<file path="config.mk">
export PLATFORM = sky130hd
export DESIGN_NAME = wdt_float_guard
export DESIGN_NICKNAME = d
export VERILOG_FILES = /design/src/rtl/wdt_pkg.sv /design/src/rtl/wdt_pull_gen.sv /design/src/rtl/wdt_in_sync.sv /design/src/rtl/wdt_float_det.sv /design/src/rtl/wdt_float_guard.sv
export SDC_FILE = /design/constraint.sdc
export NUM_CORES = 1
export LEC_CHECK = 0
export ABC_AREA = 1
export BUFFER_PORTS_ARGS = -buffer_cell sky130_fd_sc_hd__buf_4
export CAP_MARGIN = 20
export CORE_MARGIN = 10
export CORE_UTILIZATION = 35
export DETAILED_ROUTE_END_ITERATION = 10
export GPL_ROUTABILITY_DRIVEN = 1
export SLEW_MARGIN = 40
export SYNTH_ARGS = -nofsm -noshare
export SYNTH_HDL_FRONTEND = slang
export SYNTH_SLANG_ARGS = --single-unit
</file>
<file path="constraint.sdc">
create_clock -name clk -period 1.51 [get_ports clk]
set_input_delay 0.302 -clock clk [delete_from_list [all_inputs] [get_ports clk]]
set_output_delay 0.302 -clock clk [all_outputs]
set_load 0.05 [all_outputs]
</file>
<file path="src/rtl/wdt_pkg.sv">
package wdt_pkg;

    localparam int unsigned DEF_TIMEOUT = 256;
    localparam int unsigned DEF_SYNC    = 2;

    // Start position of the high-pull phase: the last eighth of the period.
    function automatic int unsigned hi_phase_start(input int unsigned period);
        return period - (period / 8);
    endfunction

endpackage

</file>
<file path="src/rtl/wdt_pull_gen.sv">
module wdt_pull_gen #(
    parameter int unsigned PERIOD = 256,
    parameter int unsigned CW     = $clog2(PERIOD + 1)
) (
    input  logic clk,
    input  logic rst_n,
    output logic pull_hi
);
    import wdt_pkg::*;

    localparam logic [CW-1:0] LAST    = CW'(PERIOD - 1);
    localparam logic [CW-1:0] HI_FROM = CW'(hi_phase_start(PERIOD));

    logic [CW-1:0] phase_d, phase_q;

    always_comb begin
        phase_d = (phase_q == LAST) ? '0 : phase_q + 1'b1;
    end

    always_ff @(posedge clk or negedge rst_n) begin
        if (!rst_n) phase_q <= '0;
        else        phase_q <= phase_d;
    end

    assign pull_hi = (phase_q >= HI_FROM);

endmodule

</file>
<file path="src/rtl/wdt_in_sync.sv">
module wdt_in_sync #(
    parameter int unsigned STAGES = 2
) (
    input  logic clk,
    input  logic rst_n,
    input  logic raw_in,
    input  logic pull_hi,
    output logic lvl,
    output logic lvl_prev,
    output logic exp_lvl,
    output logic exp_prev
);
    // One extra stage past the synchroniser holds the previous level.
    logic [STAGES:0] lv_d, lv_q;
    logic [STAGES:0] ex_d, ex_q;

    always_comb begin
        lv_d = {lv_q[STAGES-1:0], raw_in};
        ex_d = {ex_q[STAGES-1:0], pull_hi};
    end

    always_ff @(posedge clk or negedge rst_n) begin
        if (!rst_n) begin
            lv_q <= '0;
            ex_q <= '0;
        end else begin
            lv_q <= lv_d;
            ex_q <= ex_d;
        end
    end

    assign lvl      = lv_q[STAGES-1];
    assign lvl_prev = lv_q[STAGES];
    assign exp_lvl  = ex_q[STAGES-1];
    assign exp_prev = ex_q[STAGES];

endmodule

</file>
<file path="src/rtl/wdt_float_det.sv">
module wdt_float_det #(
    parameter int unsigned PERIOD = 256,
    parameter int unsigned CW     = $clog2(PERIOD + 1)
) (
    input  logic clk,
    input  logic rst_n,
    input  logic lvl,
    input  logic exp_lvl,
    output logic floating
);
    localparam logic [CW-1:0] FULL = CW'(PERIOD);

    logic [CW-1:0] match_d, match_q;

    always_comb begin
        if (lvl != exp_lvl)      match_d = '0;
        else if (match_q < FULL) match_d = match_q + 1'b1;
        else                     match_d = match_q;
    end

    always_ff @(posedge clk or negedge rst_n) begin
        if (!rst_n) match_q <= '0;
        else        match_q <= match_d;
    end

    assign floating = (match_q == FULL);

endmodule

</file>
<file path="src/rtl/wdt_float_guard.sv">
module wdt_float_guard #(
    parameter int unsigned TIMEOUT_CYC = wdt_pkg::DEF_TIMEOUT,
    parameter int unsigned SYNC_STAGES = wdt_pkg::DEF_SYNC
) (
    input  logic clk,
    input  logic rst_n,
    input  logic sys_rst_act,
    input  logic supply_low,
    input  logic wdt_in,
    output logic pull_lo_en,
    output logic pull_hi_en,
    output logic wdt_out_n
);
    localparam int unsigned CW = $clog2(TIMEOUT_CYC + 1);
    localparam logic [CW-1:0] LIMIT = CW'(TIMEOUT_CYC - 1);

    typedef struct packed {
        logic [CW-1:0] cnt;
        logic          expired;
    } tmr_t;

    tmr_t tmr_d, tmr_q;

    logic pull_hi;
    logic lvl, lvl_prev, exp_lvl, exp_prev;
    logic floating;
    logic any_edge, pat_edge, svc_edge;

    wdt_pull_gen #(.PERIOD(TIMEOUT_CYC), .CW(CW)) u_pull (
        .clk     (clk),
        .rst_n   (rst_n),
        .pull_hi (pull_hi)
    );

    wdt_in_sync #(.STAGES(SYNC_STAGES)) u_sync (
        .clk      (clk),
        .rst_n    (rst_n),
        .raw_in   (wdt_in),
        .pull_hi  (pull_hi),
        .lvl      (lvl),
        .lvl_prev (lvl_prev),
        .exp_lvl  (exp_lvl),
        .exp_prev (exp_prev)
    );

    wdt_float_det #(.PERIOD(TIMEOUT_CYC), .CW(CW)) u_float (
        .clk      (clk),
        .rst_n    (rst_n),
        .lvl      (lvl),
        .exp_lvl  (exp_lvl),
        .floating (floating)
    );

    // A change that lands on a pattern boundary, in the pattern's direction,
    // is attributed to the pulls and never counts as service.
    always_comb begin
        any_edge = (lvl != lvl_prev);
        pat_edge = any_edge && (exp_lvl != exp_prev) && (lvl == exp_lvl);
        svc_edge = any_edge && !pat_edge;
    end

    always_comb begin
        tmr_d = tmr_q;
        if (sys_rst_act || floating || svc_edge) begin
            tmr_d.cnt     = '0;
            tmr_d.expired = 1'b0;
        end else if (!tmr_q.expired) begin
            if (tmr_q.cnt == LIMIT) begin
                tmr_d.cnt     = '0;
                tmr_d.expired = 1'b1;
            end else begin
                tmr_d.cnt = tmr_q.cnt + 1'b1;
            end
        end
    end

    always_ff @(posedge clk or negedge rst_n) begin
        if (!rst_n) tmr_q <= '0;
        else        tmr_q <= tmr_d;
    end

    assign pull_hi_en = pull_hi;
    assign pull_lo_en = !pull_hi;
    assign wdt_out_n  = !(tmr_q.expired || supply_low);

endmodule

</file>
Yosys cells after proc, flatten, opt, wreduce, memory -nomap -nowiden:

Cells that the tools add are included.

* bits of input ports: 5
* logic and storage cells: 36
* bits in registers: 34
* output and inout port bits: 3

* multiplexer cells: 7
* reductions and logical operators: 10
* eq/ne operators: 8
* $lt $le $gt $ge: 2
* $add $sub $neg: 3

Operators with widths (count)
* $mux W9: 4
* $add A9 B1 Y9 const B: 3
* $mux W10: 2
* $eq A9 B8 Y1 const B: 2
* $eq A9 B9 Y1 const B: 1
* $ge A9 B8 Y1 const B: 1
* $lt A9 B9 Y1 const B: 1
* $logic_and A1 B1 Y1: 3
* $logic_not A1 Y1: 3
* $logic_or A1 B1 Y1: 3
* $ne A1 B1 Y1: 3
* $ne A2 B1 Y1 const B: 1
* $reduce_bool A2 Y1: 1
* $eq A1 B1 Y1: 1
* $mux W1: 1

Longest topological paths before layout:

* depth after elaboration: 7
* gate-level depth with buffers: 8
* depth with buffers taken out: 8

Cells and area by module:

A second synthesis with hierarchy kept.

* cells, all modules: 213
* area total of the unflattened synthesis: 1785.5 um2

Modules (own cells, without submodules)
* wdt_float_guard: seq. area each 250.2 um2, instances 1, area each 626.9 um2, cells an instance 85
* wdt_pull_gen: seq. area each 225.2 um2, instances 1, area each 505.5 um2, cells an instance 55
* wdt_float_det: seq. area each 225.2 um2, instances 1, area each 503.0 um2, cells an instance 67
* wdt_in_sync: seq. area each 150.1 um2, instances 1, area each 150.1 um2, cells an instance 6

Worst setup path before layout:

No wires, ideal clock.

* path type: register -> output
* start point: register u_pull.phase_q[5]
* end point: output port pull_lo_en
* arrival time: 2.226 ns
* path buffers: 0
* stages on the path, launching flop included: 4
* slack: -1.018 ns
* required time: 1.208 ns
* cells stage by stage: dfrtp_1 -> nand2_1 -> o21ai_0 -> inv_1

* cells in the longest elaborated chain, start to end: 2

Ends and longest elaborated chain
* start, declared: RTL line wdt_pull_gen.sv:14 `logic [CW-1:0] phase_d, phase_q;`
* start signal, assigned: RTL line wdt_pull_gen.sv:22 `else phase_q <= phase_d;`
* $ge A9 B8 Y1: RTL line wdt_pull_gen.sv:25 `assign pull_hi = (phase_q >= HI_FROM);`
* via pull_hi_en: RTL line wdt_float_guard.sv:11 `output logic pull_hi_en,`
* $logic_not A1 Y1: RTL line wdt_float_guard.sv:83 `assign pull_lo_en = !pull_hi;`
* end, declared: RTL line wdt_float_guard.sv:10 `output logic pull_lo_en,`

The timed path passes the listed nets, and every way through them passes these cells.

Worst setup path in the final report:

* start point: register u_pull.phase_q[6]
* end point: output port pull_lo_en

* cells in the longest elaborated chain, start to end: 2

Ends and longest elaborated chain (RTL line)
* $ge A9 B8 Y1: wdt_pull_gen.sv:25
* $logic_not A1 Y1: wdt_float_guard.sv:83

No other way between the ends.

==> impl_summary.log <==
[metrics] area of the placeable core: 5040 µm²
[metrics] standard-cell row count: 26
[metrics] global-route wire length before repair: around 6 mm
[metrics] Initial Util: between 30% and 40%
[metrics] commonest non-fill, non-tap cell in the layout: sky130_fd_sc_hd__nand2_1
[metrics] post-synth design cell area: 1810 µm²
[metrics] cell count after synthesis: 234
[metrics] worst-path fanout max: 3
[metrics] setup skew after layout: 0.00786 ns
[metrics] Post-Syn Nets: about 240
[metrics] Root Buffer: sky130_fd_sc_hd__clkbuf_8
[metrics] endpoint required time on the critical path: 1.21 ns
[metrics] DRT antenna net count: 0
[metrics] total placed instance area: 1960 µm²
[metrics] worst endpoint data arrival time: about 1.1 ns
[metrics] post-synthesis async set-or-reset flop share: between 90% and 100%
[metrics] share of the yosys chip area belonging to registers: between 40% and 50%
[metrics] type of the most critical hold path: in2reg
[metrics] iteration-0 DRC count of the detailed router: 95
[metrics] Critical Path End Type: output pin
[metrics] initial antenna violation count: 0
[metrics] Seq cells post-synth: 34
[metrics] Die X: slightly above 90 µm
[metrics] Fillers: 520
[metrics] number of diodes: 0
[metrics] via count of the first global-routing pass: approximately 1400
[metrics] hpwl dp: about 2.4 mm
[metrics] detail-routed via count per cell: 4.44
[metrics] worst supply voltage drop on vdd: about 0.63 mV
[metrics] final design area excluding fillers: slightly above 2000 µm²
[metrics] Synth cell types: 22
[metrics] shortest period the worst path allows: about 1.4 ns
[metrics] routability-driven placement congestion ratio: about 0.80
[metrics] result of the run: completed
[metrics] final cycle utilization of the critical path: 94.6%
[metrics] final number of setup-violating endpoints: 0
[metrics] Fin. Hold Viols: 0
[metrics] startpoint type of the worst setup path: register
[metrics] buffers added on ports: 7
[metrics] Clock Latency Late Sink: 0.28 ns
[metrics] yosys warns: 0
[metrics] boundary pin count: 8
[metrics] leakage power figure: 0.00106 µW
[metrics] largest net degree at the start of global routing: 35
[metrics] number of DRC violations after detailed routing: 0
[metrics] slew of the pin with the lowest slew margin: approximately 0.43 ns
[metrics] GR Util All Layers: under 10%
[metrics] max-slew violation count: 0
[metrics] clock input transition at the sequential cells of the worst setup and hold paths: ~0.07 ns
[metrics] CP Class: reg2out
[metrics] Clock Path Buffers: 2
[metrics] fraction of layout cells with a size suffix above 1: about 12%
[metrics] final-stage net count: 260
[metrics] main flop type after synthesis: sky130_fd_sc_hd__dfrtp_1
[metrics] H-tree depth: 2
[metrics] CTS tree: built
[metrics] commonest cells after routing, fill and taps aside: 63 x sky130_fd_sc_hd__nand2_1, 37 x sky130_fd_sc_hd__inv_1, 34 x sky130_fd_sc_hd__dfrtp_1, 33 x sky130_fd_sc_hd__nor2_1, 19 x sky130_fd_sc_hd__nand3_1
[metrics] detailed-route via count: between 1000 and 1500
[metrics] Avg Cell Area, Syn: slightly below 8 µm²
[metrics] CTS buffer count: 5
[metrics] overall die area: 8430 µm²
[metrics] setup TNS: 0 ns
[metrics] number of iterations in the first detailed-routing pass: 4
[metrics] wirelength, routed: between 3 and 4 mm
[metrics] detail-routed net length per standard cell: roughly 10 µm
[metrics] number of max-cap violations: 0
[metrics] final global-route overflow total: 0
[metrics] area growth from synthesis to final layout: 15.1%
[metrics] highest clock frequency the design can meet: between 600 and 700 MHz
[metrics] number of synthesized flops with an enable pin: 0
[metrics] slew margin rel.: a little under three quarters
[metrics] Vert. Die Dim: ~92 µm
[metrics] clock sink total: 34
[metrics] power per unit of standard cell area: between 800 and 900 nW/µm²
[metrics] RSZ-0062 raised after global routing: false
==> per-stage QoR <==
step,cells,power (µW),hold slack (ns),setup slack (ns),util [%]
2_1_floorplan,234,1010,0.00641,0.0608,-
6_report,321,1720,0.128,0.0810,41.2
3_5_place_dp,311,1050,0.281,0.0191,38.8
5_1_grt,321,1810,0.113,0.000894,41.2
4_1_cts,321,1750,0.118,0.000924,41.0
3_3_place_gp,311,1050,0.282,0.0438,38.8
==> what timing repair did <==
item | CTS | global route
hold endpoints to repair | 34 | 0
pin swaps | 0 | 1
endpoints found under the setup margin | 1 | 12
buffers inserted | 1 | 0
resized for setup | 0 | 3
hold buffers | 1 | 0
==> flip-flops by register name, summed over array words and instances (netlist names) <==
| name | flops |
|---|---|
| u_pull.phase_q | 9 |
| u_sync.lv_q | 3 |
| tmr_q | 10 |
| u_sync.ex_q | 3 |
| u_float.match_q | 9 |
==> path summary, 6_finish.rpt <==
| path | from | end | slack [ns] | depth (start not counted) |
|---|---|---|---|---|
| min in group asynchronous | rst_n | u_float.match_q[7] | 0.51 | 2 |
| max in group asynchronous | rst_n | u_sync.ex_q[2] | 0.69 | 2 |
| worst max register to register | u_float.match_q[0] | tmr_q[0] | 0.19 | 7 |
| worst max-delay path | u_pull.phase_q[6] | pull_lo_en | 0.08 | 4 |
| worst min register to register | u_sync.ex_q[0] | u_sync.ex_q[1] | 0.35 | 0 |
| worst min-delay path | wdt_in | u_sync.lv_q[0] | 0.13 | 1 |
==> per-layer routing <==
metal | up-vias | track usage [%] | part of all wire [%]
met5 | - | 0 | 0
met1 | 654 | 10.3 | 50
li1 | 750 | - | -
met4 | 0 | 3.47 | 1.2
met2 | 16 | 13.6 | 45
met3 | 4 | 2.44 | 3.5
==> layout make-up <==
class,instances,area [µm²],area share [%]
Clock buffer,7,86.3,4.15
Clock inverter,1,5.00,0.241
Inverter,38,143,6.86
Multi-Input combinational cell,160,817,39.3
Sequential cell,34,851,40.9
Tap cell,70,87.6,4.21
Timing Repair Buffer,11,88.8,4.27
==> worst max-delay path, cell delays in order (launching register included) <==
cell                      delay, ns
sky130_fd_sc_hd__dfrtp_1       0.39
sky130_fd_sc_hd__nand2_2       0.10
sky130_fd_sc_hd__o21ai_4       0.15
sky130_fd_sc_hd__inv_1         0.07
sky130_fd_sc_hd__buf_6         0.15
==> logic make-up (layout without fill, tap and decap cells) <==
group	Yosys count	count (layout)	synth area share, %
simple gates	136	136	32.9
xor+xnor	9	9	4.78
fa+ha+maj	5	5	3.47
buf+inv	40	57	8.80
flops	34	34	47.1
compound gates	10	10	2.91
==> synthesized netlist by cell type, types with 2 or more instances <==
cell	n	area share (%)
sky130_fd_sc_hd__nand2_1	64	13
sky130_fd_sc_hd__ha_1	5	3.5
sky130_fd_sc_hd__nand4_1	10	3.5
sky130_fd_sc_hd__a21oi_1	2	0.55
sky130_fd_sc_hd__xor2_1	6	2.9
sky130_fd_sc_hd__o21ai_0	7	1.9
sky130_fd_sc_hd__nor2_1	34	7.1
sky130_fd_sc_hd__nand3_1	19	5.3
sky130_fd_sc_hd__nor2_2	4	1.4
sky130_fd_sc_hd__dfrtp_1	34	47
sky130_fd_sc_hd__inv_1	37	7.7
sky130_fd_sc_hd__xnor2_1	2	0.97
==> power by group <==
group          internal [µW]  switching [µW]  total, µW
clock                    368             316        684
sequential               925            12.8        937
combinational           35.1            65.3        100
Note: power is estimated with default switching activity, not from simulation.
